**config.mk**
```make
export PLATFORM = sky130hd
export DESIGN_NAME = day_minute_rtc
export DESIGN_NICKNAME = d
export VERILOG_FILES = /design/src/rtl/rtc_pkg.sv /design/src/rtl/rtc_mod_counter.sv /design/src/rtl/rtc_time_reg.sv /design/src/rtl/day_minute_rtc.sv
export SDC_FILE = /design/constraint.sdc
export NUM_CORES = 1
export LEC_CHECK = 0
export BUFFER_PORTS_ARGS = -buffer_cell sky130_fd_sc_hd__buf_2
export CAP_MARGIN = 5
export CORE_MARGIN = 2
export CORE_UTILIZATION = 25
export CTS_BUF_LIST = sky130_fd_sc_hd__clkbuf_8
export DETAILED_ROUTE_END_ITERATION = 6
export GPL_ROUTABILITY_DRIVEN = 0
export SLEW_MARGIN = 20
export SYNTH_ARGS = -nofsm -noshare
export SYNTH_HDL_FRONTEND = slang
export SYNTH_HIERARCHICAL = 1
export SYNTH_SLANG_ARGS = --single-unit
```
**constraint.sdc**
```tcl
create_clock -name clk -period 11.8 [get_ports clk]
set_input_delay 3.54 -clock clk [delete_from_list [all_inputs] [get_ports clk]]
set_output_delay 3.54 -clock clk [all_outputs]
set_load 0.03 [all_outputs]
```
**src/rtl/rtc_pkg.sv**
```systemverilog
package rtc_pkg;
  localparam int MIN_W   = 12;
  localparam int DAY_W   = 12;
  localparam int YEAR_W  = 4;
  localparam int TIME_W  = MIN_W + DAY_W + YEAR_W;
  localparam int DAY_LSB = MIN_W;
  localparam int YR_LSB  = MIN_W + DAY_W;
  localparam int MW1     = MIN_W + 1;
  localparam int DW1     = DAY_W + 1;

  typedef logic [TIME_W-1:0] rtc_word_t;

  function automatic logic [MIN_W-1:0] word_min(rtc_word_t w);
    return w[MIN_W-1:0];
  endfunction

  function automatic logic [DAY_W-1:0] word_day(rtc_word_t w);
    return w[YR_LSB-1:DAY_LSB];
  endfunction

  function automatic logic [YEAR_W-1:0] word_year(rtc_word_t w);
    return w[TIME_W-1:YR_LSB];
  endfunction

  // Advance the packed word by one minute, applying both rollover rules.
  function automatic rtc_word_t bump_minute(rtc_word_t w,
                                            int unsigned min_per_day,
                                            int unsigned day_max);
    logic [MW1-1:0]    m;
    logic [DW1-1:0]    d;
    logic [YEAR_W-1:0] y;
    m = {1'b0, word_min(w)} + 1'b1;
    d = {1'b0, word_day(w)};
    y = word_year(w);
    if (m > MW1'(min_per_day - 1)) begin
      m = m - MW1'(min_per_day);
      d = d + 1'b1;
    end
    if (d > DW1'(day_max)) begin
      d = d - DW1'(day_max);
      y = y + 1'b1;
    end
    return {y, d[DAY_W-1:0], m[MIN_W-1:0]};
  endfunction
endpackage

```
**src/rtl/rtc_mod_counter.sv**
```systemverilog
module rtc_mod_counter #(
  parameter int unsigned MOD = 128,
  localparam int unsigned W  = (MOD > 1) ? $clog2(MOD) : 1
) (
  input  logic clk,
  input  logic rst,
  input  logic step,
  output logic wrap
);
  localparam logic [W-1:0] LAST = W'(MOD - 1);

  logic [W-1:0] count;

  assign wrap = step && (count == LAST);

  always_ff @(posedge clk) begin
    if (rst)       count <= '0;
    else if (step) count <= wrap ? '0 : count + 1'b1;
  end
endmodule

```
**src/rtl/rtc_time_reg.sv**
```systemverilog
module rtc_time_reg
  import rtc_pkg::*;
#(
  parameter int unsigned MIN_PER_DAY = 1440,
  parameter int unsigned DAY_MAX     = 365
) (
  input  logic      clk,
  input  logic      rst,
  input  logic      load,
  input  rtc_word_t load_val,
  input  logic      advance,
  output rtc_word_t time_q
);
  always_ff @(posedge clk) begin
    if (rst)          time_q <= '0;
    else if (load)    time_q <= load_val;
    else if (advance) time_q <= bump_minute(time_q, MIN_PER_DAY, DAY_MAX);
  end
endmodule

```
**src/rtl/day_minute_rtc.sv**
```systemverilog
module day_minute_rtc
  import rtc_pkg::*;
#(
  parameter int unsigned PRE1_DIV    = 128,
  parameter int unsigned PRE2_DIV    = 32768,
  parameter int unsigned SEC_PER_MIN = 60,
  parameter int unsigned MIN_PER_DAY = 1440,
  parameter int unsigned DAY_MAX     = 365
) (
  input  logic              clk,
  input  logic              rst,
  input  logic              tick_i,
  input  logic              load_i,
  input  logic [TIME_W-1:0] load_val_i,
  output logic [TIME_W-1:0] time_o
);
  localparam int NSTAGE = 3;
  localparam int unsigned STAGE_MOD [NSTAGE] = '{PRE1_DIV, PRE2_DIV, SEC_PER_MIN};

  logic [NSTAGE:0] stage_step;
  logic pre_wrap;
  logic sec_evt;
  logic min_evt;

  assign stage_step[0] = tick_i;

  for (genvar i = 0; i < NSTAGE; i++) begin : g_stage
    rtc_mod_counter #(.MOD(STAGE_MOD[i])) u_cnt (
      .clk  (clk),
      .rst  (rst),
      .step (stage_step[i]),
      .wrap (stage_step[i+1])
    );
  end

  assign pre_wrap = stage_step[1];
  assign sec_evt  = stage_step[2];
  assign min_evt  = stage_step[3];

  rtc_time_reg #(.MIN_PER_DAY(MIN_PER_DAY), .DAY_MAX(DAY_MAX)) u_word (
    .clk      (clk),
    .rst      (rst),
    .load     (load_i),
    .load_val (load_val_i),
    .advance  (min_evt),
    .time_q   (time_o)
  );
endmodule

```
Word-level counts from Yosys, hierarchy flattened --
Index checks and enable logic that the tools add are counted.
Storage, ports and cells: register bits 56, logic and storage cells 36
Cells by class: magnitude comparators 2, equal/unequal tests 3, add/subtract/negate cells 8, reductions and logical operators 6, muxes and demuxes 12
Operators by type and width (count):
- two-way mux 28 bit | 2
- two-way mux 13 bit | 4
- adder 12 x 1 -> 13 bit, second input constant | 2
- two-way mux 12 bit | 2
- adder 15 x 1 -> 15 bit, second input constant | 1
- == test 15 bit, second input constant | 1
- two-way mux 15 bit | 1
- > comparator 13 x 11 -> 1 bit, second input constant | 1
- > comparator 13 x 9 -> 1 bit, second input constant | 1
- subtractor 12 x 11 -> 12 bit, second input constant | 1
- subtractor 12 x 9 -> 12 bit, second input constant | 1
- adder 7 x 1 -> 7 bit, second input constant | 1
- == test 7 bit, second input constant | 1
- two-way mux 7 bit | 1
- adder 6 x 1 -> 6 bit, second input constant | 1
- == test 6 bit, second input constant | 1
- two-way mux 6 bit | 1
- adder 4 x 1 -> 4 bit, second input constant | 1
- two-way mux 4 bit | 1
- nonzero test 2 bit | 2
- logical AND 1 bit | 3
- AND reduction 2 bit | 1

Logic depth before layout (Yosys ltp) --
Gate-level depths: netlist of run 1.
depth in word-level cells 11, depth in mapped cells 22

Modules after synthesis --
The synthesis of run 1 kept the hierarchy.
Modules (own cells, without submodules):
- rtc_time_reg | times used 1, area each 2736.4 sq um, cells each 375
- rtc_mod_counter (g_stage[1].u_cnt) | times used 1, area each 709.4 sq um, cells each 79
- rtc_mod_counter (g_stage[0].u_cnt) | times used 1, area each 315.3 sq um, cells each 35
- rtc_mod_counter (g_stage[2].u_cnt) | times used 1, area each 264.0 sq um, cells each 29

Worst setup path after synthesis of run 1 --
OpenSTA, ideal clock, no wires.
path kind input-to-reg, start input tick_i, end register u_word.time_q[17], data required time 11.678 ns, buffers on the path 0, library setup time 0.122 ns, path slack 5.372 ns, stages 10, arrival 6.306 ns, cells stage by stage nand4_2 nor2_1 nand4_4 nor4_4 nand3_1 nor3_1 inv_1 or4_1 and3_1 o311a_1
Between the ends: cells in the longest elaborated chain, start to end 4
Ends and longest elaborated chain:
- start: declaration | RTL line day_minute_rtc.sv:12 | input logic tick_i,
- logical AND 1 bit | RTL line rtc_mod_counter.sv:14 | assign wrap = step && (count == LAST);
- named net pre_wrap | RTL line day_minute_rtc.sv:21 | logic pre_wrap;
- logical AND 1 bit | RTL line rtc_mod_counter.sv:14
- named net sec_evt | RTL line day_minute_rtc.sv:22 | logic sec_evt;
- logical AND 1 bit | RTL line rtc_mod_counter.sv:14
- named net min_evt | RTL line day_minute_rtc.sv:23 | logic min_evt;
- nonzero test 2 bit (no line)
- end signal: assignment | RTL line rtc_time_reg.sv:16 | else if (load) time_q <= load_val;
- end signal: assignment | RTL line rtc_time_reg.sv:17 | else if (advance) time_q <= bump_minute(time_q, MIN_PER_DAY, DAY_MAX);
- end: declaration | RTL line rtc_time_reg.sv:12 | output rtc_word_t time_q
The timed path passes the listed nets, and every way through them passes these cells. A chain may end at the register's enable or synchronous reset.

Worst setup path in the final report of run 1 --
Ends and elaborated chain as after synthesis.

==> impl_results.md, run 1 <==
- Sw frac: 33.6%
- Internal Power: between 0.2 and 0.3 mW
- Setup TNS: 0 ns
- Worst Setup End Kind: flip-flop
- Leakage: 1.65 nW
- Layer with the highest usage: met2
- Ant diodes: 0
- Measured slew at the worst slew-check pin: 0.825 ns
- PD cells: slightly below 90 nW/µm²
- Vias in the first global route: 3611
- Final Skew: 0.0126 ns
- Root Buffer: clkbuf_8
- Peak Freq: roughly 150 MHz
- WL per Instance: 13.9 µm
- ANT nets after route: 0
- Grt ovf: 0
- EDFF count, synth: 0
- Synth async-reset ratio: 0%
- Synthesized instance count: approximately 520
- Gr usage total: approximately 13%
- Max Cap Viol: 0
- Final Cycle Share: 58.1%
- Clock group share of total power: 28.1%
- Worst Hold Class: flip-flop to flip-flop
- Cell Chain, Critical Path: buf_2, nand4_2, nor2_1, nand4_4, nor4_4, nand3_1, nor3_2, buf_4, inv_1, or4_1, and3_1, o311a_1
- H-tree levels: 2
- DRC viols: 0
- Setup-failing EPs final: 0
- Row cnt: 46
- CTS Buf Count: 5
- CP peak stage delay: 0.60 ns
- CTS tree: built
- M2 GR Usage: a little over a fifth
- First-pass DRT Iterations: 5
- Ys flop type: dfxtp_1
- HPWL after detailed placement: about 7.6 mm
- Inst Count DP: ~770
- Setup bufs post-CTS: 0
- Worst skew pair latency: 0.32 ns
- Core area: 15800 µm²
- CTS max path bufs: 2
- Period minus WS final: 6.86 ns
- Die Span Y: 131 µm
- Area grow syn2layout: 13.3%
- Clk sink count: 56
- Layout Cells excl Fill: 775
- Global-route wire length before repair: around 18 mm
- Layout cells sized above 1: approximately 17%
- Worst setup SP type: primary input
- Max-slew headroom: 44.7%
- DR vias: around 3900
- Die area: 17100 µm²
- # hold bufs at CTS: 0
- Largest net degree at the start of global routing: 47
- Yosys reg bits: between 50 and 60
- Outcome: complete, no violations
- Register area share after synthesis: 27.9%
- CP max stage cell: or4_1
- Sw Pwr: 0.136 mW
- CP arrival: 7.08 ns
- # nets final: 600
- Die W: approximately 130 µm
- Clock-pin transition on the worst setup and hold timing paths: around 0.12 ns
- Unique masters post-synth: 68
- Syn Nets: 560
- Pins Over Slew Limit: 0
- Synthesis Warnings: 6
- Post_cts resized: 0
- Max VDD drop: approximately 0.043 mV
- Met3 global-route usage: about 3.3%
- WP data required: 12.02 ns
- Vias per Instance: 5.04
- Logic pwr share: around a fifth
- Initial antenna violation count: 0
- Placed Area: 4470 µm²
- Initial Util: 25.4%
- Syn Std Cell Area: 4030 µm²
- Synth Area per Inst: between 7 and 8 µm²
- Hold Vio Cnt, Final: 0
- WL final: 10.8 mm
- I/O Pins: 60
- Max FO, Critical Path: 34
- Drt initial violations: 321
- Reg power frac: 51.6%
- Unrepaired setup endpoints after global routing: no
- Port Buf Inserts: between 50 and 60
- WS Path Type: primary input to flip-flop
- Met1 usage: 17.0%
- Post-Layout Inst Area: 4560 µm²
[metrics by stage]
stage	total power [mW]	hold WS (ns)	setup WS, ns	util (%)
floorplan	0.273	0.465	5.37	-
global placement	0.296	0.499	4.68	28.2
detailed placement	0.296	0.505	4.53	28.2
CTS	0.413	0.523	4.91	28.8
global route	0.431	0.558	4.60	28.8
finish	0.406	0.519	4.94	28.8
[flip-flops by register name, summed over array words and instances (netlist names)]
register             count
g_stage.u_cnt/count     28
u_word/time_q           28
[power groups by stage]
stage / Sequential [mW] / Clock [mW] / Combinational (mW)
floorplan: 0.220 / 0 / 0.0523
global placement: 0.214 / 0 / 0.0826
detailed placement: 0.214 / 0 / 0.0825
CTS: 0.210 / 0.121 / 0.0829
global route: 0.212 / 0.128 / 0.0918
finish: 0.210 / 0.114 / 0.0825
[path summary, 6_finish.rpt]
| check | endpoint | startpoint | cells past startpoint | slack, ns |
|---|---|---|---|---|
| hold / removal | g_stage[0].u_cnt/count[6]$_SDFFE_PP0P_ | g_stage[0].u_cnt/count[6]$_SDFFE_PP0P_ | 2 | 0.52 |
| hold reg to reg | g_stage[0].u_cnt/count[6]$_SDFFE_PP0P_ | g_stage[0].u_cnt/count[6]$_SDFFE_PP0P_ | 2 | 0.52 |
| setup reg to reg | u_word/time_q[17]$_SDFFE_PP0P_ | u_word/time_q[0]$_SDFFE_PP0P_ | 18 | 5.96 |
| setup / recovery | u_word/time_q[17]$_SDFFE_PP0P_ | tick_i | 12 | 4.94 |
[worst max-delay path, delay by kind of cell]
kind	cells	cell delay, ns
AOI/OAI and AO/OA	1	0.31
and+or+nand+nor	8	2.38
buffers and inverters	3	0.82
[synthesized netlist by cell type, types with 9 or more instances]
cell type | count | share of area, %
a211oi_1 | 12 | 2.2
a21oi_1 | 26 | 3.2
and3_1 | 12 | 1.9
clkbuf_1 | 16 | 1.5
dfxtp_1 | 56 | 28
ha_1 | 10 | 3.1
inv_1 | 18 | 1.7
mux2i_1 | 10 | 2.5
nand2_1 | 47 | 4.4
nand3_1 | 23 | 2.9
nand4_1 | 14 | 2.2
nor2_1 | 59 | 5.5
nor3_1 | 17 | 2.1
o21ai_0 | 24 | 3.0
or3_1 | 9 | 1.4
xnor2_1 | 24 | 5.2
xor2_1 | 19 | 4.1
[layer usage]
layer / routed length [µm] / vias up
met4: 71 / 0
met2: 5120 / 99
met1: 4880 / 1847
met3: 696 / 7
li1: - / 1954
met5: 0 / -
[final cells by class]
class,count,area [µm²]
timing repair buffer,61,310
inverter,19,71.3
multi-input combinational,415,2690
tap,216,270
clock inverter,3,25.0
sequential,56,1120
fill,1741,11300
clock buffer,5,68.8
[cells in the final DEF (no fill, tap or decap), types with 4 or more instances in the layout]
master | synthesis | layout
a211oi_1 | 12 | 12
a21oi_1 | 26 | 26
a31oi_1 | 6 | 6
and2_1 | 4 | 4
and3_1 | 12 | 12
buf_2 | 7 | 59
clkbuf_8 | 0 | 5
dfxtp_1 | 56 | 56
ha_1 | 10 | 10
inv_1 | 18 | 18
mux2i_1 | 10 | 10
nand2_1 | 47 | 47
nand2b_1 | 6 | 6
nand3_1 | 23 | 23
nand3b_1 | 4 | 4
nand4_1 | 14 | 14
nor2_1 | 59 | 59
nor2b_1 | 4 | 4
nor3_1 | 17 | 16
nor4_1 | 7 | 7
o211ai_1 | 6 | 6
o21ai_0 | 24 | 24
o22ai_1 | 4 | 4
o31ai_1 | 4 | 4
or2_2 | 5 | 5
or3_1 | 9 | 9
or4_1 | 4 | 4
xnor2_1 | 24 | 24
xor2_1 | 19 | 19
[cell families after synthesis]
family                   after synthesis  share of synthesized area, %
AND/OR/NAND/NOR                      239                          32.5
AO/OA/AOI/OAI                        113                          19.3
flip-flops                            56                          27.9
buffers and inverters                 47                          5.35
XOR/XNOR                              43                          9.36
multiplexers                          10                          2.49
adder cells (fa/ha/maj)               10                          3.11
Note: power is estimated with default switching activity, not from simulation.
==> run 2, diff against run 1 <==
==> constraint.sdc (replaced) <==
create_clock -name clk -period 6.3 [get_ports clk]
set_input_delay 1.89 -clock clk [delete_from_list [all_inputs] [get_ports clk]]
set_output_delay 1.89 -clock clk [all_outputs]
set_load 0.03 [all_outputs]
==> impl_results.md, run 2 (synthesis gave the netlist of run 1 again) <==
- WHS Path Cells: 2
- Die area: between 15000 and 20000 µm²
- Inst Count DP: 770
- Pins Over Slew Limit: 0
- HPWL after detailed placement: 7.83 mm
- Area grow syn2layout: 13.8%
- Max Cap Viol: 0
- Max FO, Critical Path: 20
- Critical R2R Launch: u_word/time_q[0]$_SDFFE_PP0P_
- Measured slew at the worst slew-check pin: 0.682 ns
- ANT nets after route: 0
- Clock-pin transition on the worst setup and hold timing paths: 0.11 ns
- WL per Instance: 13.9 µm
- Most frequent cells in the layout: nor2_1 (59), buf_2 (59), dfxtp_1 (56)
- First-pass DRT Iterations: 4
- Worst skew pair latency: 0.32 ns
- # fillers: 1739
- Uppermost layer routed: met4
- H-tree levels: 2
- Outcome: complete, no violations
- Root Buffer: clkbuf_8
- R2R depth: 19
- CTS max path bufs: 2
- Worst setup SP type: flip-flop
- Worst setup startpoint: u_word/time_q[0]$_SDFFE_PP0P_
- PD cells: 166 nW/µm²
- Core area: 15800 µm²
- Flop2flop setup slack: 1.04 ns
- Biggest regs: g_stage.u_cnt/count x28, u_word/time_q x28
- Final Cycle Share: 83.4%
- Worst Setup End Kind: flip-flop
- # nets final: 603
- Die Span Y: 131 µm
- Max-slew headroom: 54.3%
- Total chip power: 0.762 mW
- Ant diodes: 0
- WS Path Type: flip-flop to flip-flop
- Initial antenna violation count: 0
- Setup-failing EPs final: 0
- Hold Vio Cnt, Final: 0
- CP arrival: between 5 and 6 ns
- Layout cells sized above 1: approximately 18%
- Setup TNS: 0 ns
- Layout Cells excl Fill: 778
- Met3 WL post-DR: 583 µm
- CTS Buf Count: 5
- Critical Path End: u_word/time_q[17]$_SDFFE_PP0P_
- Vias per Instance: 5.04
- CTS tree: built
- Die W: ~130 µm
- Final Skew: 0.0129 ns
- WP data required: 6.53 ns
- Grt ovf: 0
- DR vias: 3921
- Max VDD drop: 0.0889 mV
- Worst Hold Class: flip-flop to flip-flop
- DR WL met2: between 5 and 6 mm
- Setup bufs post-CTS: 0
- Port Buf Inserts: 59
- M1 wire length: just over 5 mm
- WL final: 10.8 mm
- Largest net degree at the start of global routing: 34
- I/O Pins: 60
- # hold bufs at CTS: 0
- Row cnt: 46
- Gr usage total: a little over an eighth
- Post_cts resized: 0
- Worst r2r dst: u_word/time_q[17]$_SDFFE_PP0P_
- Vias in the first global route: 3581
- Drt initial violations: roughly 240
- Period minus WS final: roughly 5.3 ns
- Clk sink count: 56
- Initial Util: roughly a quarter
- Global-route wire length before repair: 18.1 mm
- Peak Freq: 190 MHz
- Leakage: around 1.7 nW
- Final core occ: 28.9%
- Unrepaired setup endpoints after global routing: no
- DRC viols: 0
==> run 2: cell types whose count changed in the layout (fill, tap and decap cells not counted) <==
| cell | delta |
|---|---|
| buf_4 | +3 |
| clkinv_2 | +1 |
| clkinv_4 | +1 |
| clkinvlp_4 | -1 |
| inv_6 | -1 |
==> run 2: worst max-delay path, cell delays in order, from the launching register on <==
cell      delay [ns]
dfxtp_1         0.53
ha_1            0.41
nand3_1         0.15
xnor2_1         0.20
inv_1           0.08
ha_1            0.23
or3_1           0.37
o32ai_1         0.16
o31ai_1         0.16
o211a_1         0.28
nor2_1          0.15
buf_4           0.18
mux2i_1         0.31
ha_1            0.19
inv_1           0.04
or4_4           0.54
a31oi_4         0.47
o211ai_1        0.20
and3_1          0.20
o311a_1         0.31
==> run 2: report_power, final <==
part	switching, mW	internal, mW	leakage [nW]
Combinational	0.0984	0.0584	1.16
Clock	0.133	0.0803	0.0485
Sequential	0.0248	0.367	0.458
Total	0.256	0.506	1.66
==> run 2: how the worst min path moves through the flow <==
stage,startpoint,endpoint,slack (ns)
final,g_stage[0].u_cnt/count[6]$_SDFFE_PP0P_,g_stage[0].u_cnt/count[6]$_SDFFE_PP0P_,0.51
after global routing,g_stage[0].u_cnt/count[6]$_SDFFE_PP0P_,g_stage[0].u_cnt/count[6]$_SDFFE_PP0P_,0.55
after CTS,g_stage[0].u_cnt/count[6]$_SDFFE_PP0P_,g_stage[0].u_cnt/count[6]$_SDFFE_PP0P_,0.51
after detailed placement,g_stage[0].u_cnt/count[6]$_SDFFE_PP0P_,g_stage[0].u_cnt/count[6]$_SDFFE_PP0P_,0.50
after global placement,g_stage[0].u_cnt/count[6]$_SDFFE_PP0P_,g_stage[0].u_cnt/count[6]$_SDFFE_PP0P_,0.50
after floorplan,g_stage[2].u_cnt/count[4]$_SDFFE_PP0P_,g_stage[2].u_cnt/count[4]$_SDFFE_PP0P_,0.46
==> run 2: final cells by class <==
class	instances	area (µm²)	share of cell area [%]
clock buffer	5	68.8	1.50
inverter	19	71.3	1.56
clock inverter	3	22.5	0.492
timing repair buffer	64	333	7.27
multi-input combinational	415	2690	58.8
sequential	56	1120	24.5
tap	216	270	5.90
==> run 2: through the flow <==
| step | worst slack [ns] | hold WS (ns) | area [µm²] |
|---|---|---|---|
| floorplan | 1.42 | 0.465 | 4030 |
| global placement | 1.18 | 0.495 | 4490 |
| detailed placement | 1.11 | 0.496 | 4490 |
| CTS | 1.06 | 0.513 | 4580 |
| global route | 0.562 | 0.547 | 4580 |
| finish | 1.04 | 0.507 | 4580 |
==> run 2: routing by layer <==
layer	GRT usage, %	vias up
met2	21.6	104
met3	3.18	8
met4	3.13	0
li1	-	1974
met5	0	-
met1	17.4	1835
==> run 3, diff against run 2 <==
==> constraint.sdc (replaced) <==
create_clock -name clk -period 5.16 [get_ports clk]
set_input_delay 1.548 -clock clk [delete_from_list [all_inputs] [get_ports clk]]
set_output_delay 1.548 -clock clk [all_outputs]
set_load 0.03 [all_outputs]
==> impl_results.md, run 3 (synthesis gave the netlist of run 1 again) <==
- CP arrival: 4.94 ns
- # fillers: 1707
- PD cells: ~200 nW/µm²
- Max VDD drop: 0.111 mV
- Grt ovf: 0
- Initial antenna violation count: 1
- Measured slew at the worst slew-check pin: 0.671 ns
- CTS Buf Count: 5
- Period minus WS final: between 4 and 5 ns
- Critical path's top delay family: simple AND/OR/NAND/NOR gates
- Peak Freq: 213 MHz
- WP data required: roughly 5.4 ns
- CP Depth: 18
- Reg power frac: between 50% and 60%
- Area grow syn2layout: 15.8%
- HPWL after detailed placement: a little under 8 mm
- Max FO, Critical Path: 10
- Min-delay src: g_stage[0].u_cnt/count[6]$_SDFFE_PP0P_
- Drt initial violations: 244
- Inst Count DP: 778
- Setup TNS: 0 ns
- Row cnt: 46
- Sw frac: 34.1%
- Sw Pwr: around 0.32 mW
- CTS max path bufs: 2
- Clock group share of total power: 28.3%
- Biggest regs: g_stage.u_cnt/count x28, u_word/time_q x28
- Flop2flop setup slack: between 0.4 and 0.5 ns
- Final Skew: between 0.02 and 0.025 ns
- Cell Chain, Critical Path: ha_2, nand3_1, xnor2_1, inv_1, ha_1, or3_1, o32ai_1, o31ai_1, o211a_1, nor2_1, mux2i_1, ha_1, inv_1, or4_4, a31oi_4, o211ai_1, and3_1, o311a_1
- Worst setup startpoint: u_word/time_q[1]$_SDFFE_PP0P_
- Max-slew headroom: 55.1%
- Logic pwr share: about 22%
- Global-route wire length before repair: 17.2 mm
- Core area: 15800 µm²
- Clk sink count: 56
- Port Buf Inserts: 59
- Critical R2R Launch: u_word/time_q[1]$_SDFFE_PP0P_
- Pins Over Slew Limit: 0
- Die W: 131 µm
- CP max stage cell: or4_4
- Worst setup SP type: flip-flop
- ANT nets after route: 0
- Leakage: about 1.7 nW
- Setup bufs post-CTS: 0
- R2R depth: 18
- Root Buffer: clkbuf_8
- WL final: 10.8 mm
- CP peak stage delay: ~0.56 ns
- Worst skew pair latency: 0.34 ns
- Worst r2r dst: u_word/time_q[17]$_SDFFE_PP0P_
- Layout Cells excl Fill: 788
- Layout cells sized above 1: 19.3%
- Outcome: complete, no violations
- First-pass DRT Iterations: 5
- Die area: 17100 µm²
- Vias in the first global route: 3446
- Vias per Instance: 4.94
- Worst Hold Class: flip-flop to flip-flop
- WP buf/inv: 2
- Largest net degree at the start of global routing: 34
- WS Path Type: flip-flop to flip-flop
- Initial Util: 25.4%
- DRC viols: 0
- Hold Vio Cnt, Final: 0
- Max Cap Viol: 0
- Worst Setup End Kind: flip-flop
- I/O Pins: 60
- CTS tree: built
- Most frequent cells in the layout: nor2_1 (59), buf_2 (59), dfxtp_1 (55)
- Internal Power: approximately 0.62 mW
- H-tree levels: 2
- Gr usage total: 12.6%
- Die Span Y: around 130 µm
- WL per Instance: 13.7 µm
- # nets final: 612
- Critical Path End: u_word/time_q[17]$_SDFFE_PP0P_
- Clock-pin transition on the worst setup and hold timing paths: 0.13 ns
- Final Cycle Share: 91.1%
- Setup-failing EPs final: 0
- Unrepaired setup endpoints after global routing: no
- DR vias: 3892
## run 3: cell types whose count changed in the layout (fill, tap and decap cells not counted), sizes merged
| cell | previous run | this run |
|---|---|---|
| inv | 19 | 20 |
| clkinvlp | 0 | 1 |
| buf | 64 | 72 |
| a31oi | 7 | 8 |
| clkinv | 3 | 1 |
| diode | 0 | 1 |
## run 3: worst min-delay path by stage
stage | end | slack (ns) | cells past startpoint
3_5_place_dp | g_stage[0].u_cnt/count[6]$_SDFFE_PP0P_ | 0.49 | 2
4_1_cts | g_stage[0].u_cnt/count[6]$_SDFFE_PP0P_ | 0.51 | 2
2_1_floorplan | g_stage[2].u_cnt/count[4]$_SDFFE_PP0P_ | 0.46 | 2
6_report | g_stage[0].u_cnt/count[6]$_SDFFE_PP0P_ | 0.51 | 2
3_3_place_gp | g_stage[0].u_cnt/count[6]$_SDFFE_PP0P_ | 0.49 | 2
5_1_grt | g_stage[0].u_cnt/count[6]$_SDFFE_PP0P_ | 0.54 | 2
## run 3: layer usage
metal,wire [µm],track usage (%),up-vias
met5,0,0,-
li1,-,-,1991
met2,4930,20.6,95
met4,116,3.13,0
met1,5110,16.5,1796
met3,622,3.50,10
## run 3: final cells by class
| cell class | instances | area [µm²] | area share [%] |
|---|---|---|---|
| diodes | 1 | 2.50 | 0.0537 |
| clock buffers | 5 | 68.8 | 1.48 |
| clock inverters | 3 | 25.0 | 0.537 |
| inverters | 19 | 71.3 | 1.53 |
| multi-input cells | 416 | 2710 | 58.1 |
| flip-flops and latches | 56 | 1120 | 24.1 |
| well taps | 216 | 270 | 5.80 |
| repair buffers | 72 | 393 | 8.43 |
## run 3: timing repair
item	in CTS	in global routing
hold buffers	0	0
resized for setup	0	2
hold endpoints to repair	0	0
setup endpoints to repair	0	12
## run 3: worst register-to-register path, stage by stage (launching register included)
cell and delay (ns):
dfxtp_2 0.42, ha_2 0.30, nand3_1 0.12, xnor2_1 0.19
inv_1 0.08, ha_1 0.22, or3_1 0.37, o32ai_1 0.18
o31ai_1 0.16, o211a_1 0.17, nor2_1 0.19, mux2i_1 0.38
ha_1 0.21, inv_1 0.04, or4_4 0.57, a31oi_4 0.35
o211ai_1 0.17, and3_1 0.19, o311a_1 0.32
## run 3: metrics by stage
step	utilization (%)	total power [mW]	hold WS [ns]	area (µm²)	setup WS, ns
after floorplan	-	0.624	0.465	4030	0.276
after global placement	28.7	0.686	0.491	4550	0.339
after detailed placement	28.7	0.684	0.493	4550	0.248
after CTS	29.3	0.956	0.510	4640	0.210
after global routing	29.4	1.00	0.541	4660	0.0681
final	29.5	0.947	0.508	4660	0.459
## run 3: power groups by stage
stage | Sequential, mW | Clock [mW] | Combinational [mW]
after global placement | 0.485 | 0 | 0.201
after detailed placement | 0.485 | 0 | 0.200
final | 0.475 | 0.268 | 0.204
after global routing | 0.479 | 0.300 | 0.224
after floorplan | 0.504 | 0 | 0.120
after CTS | 0.475 | 0.281 | 0.200
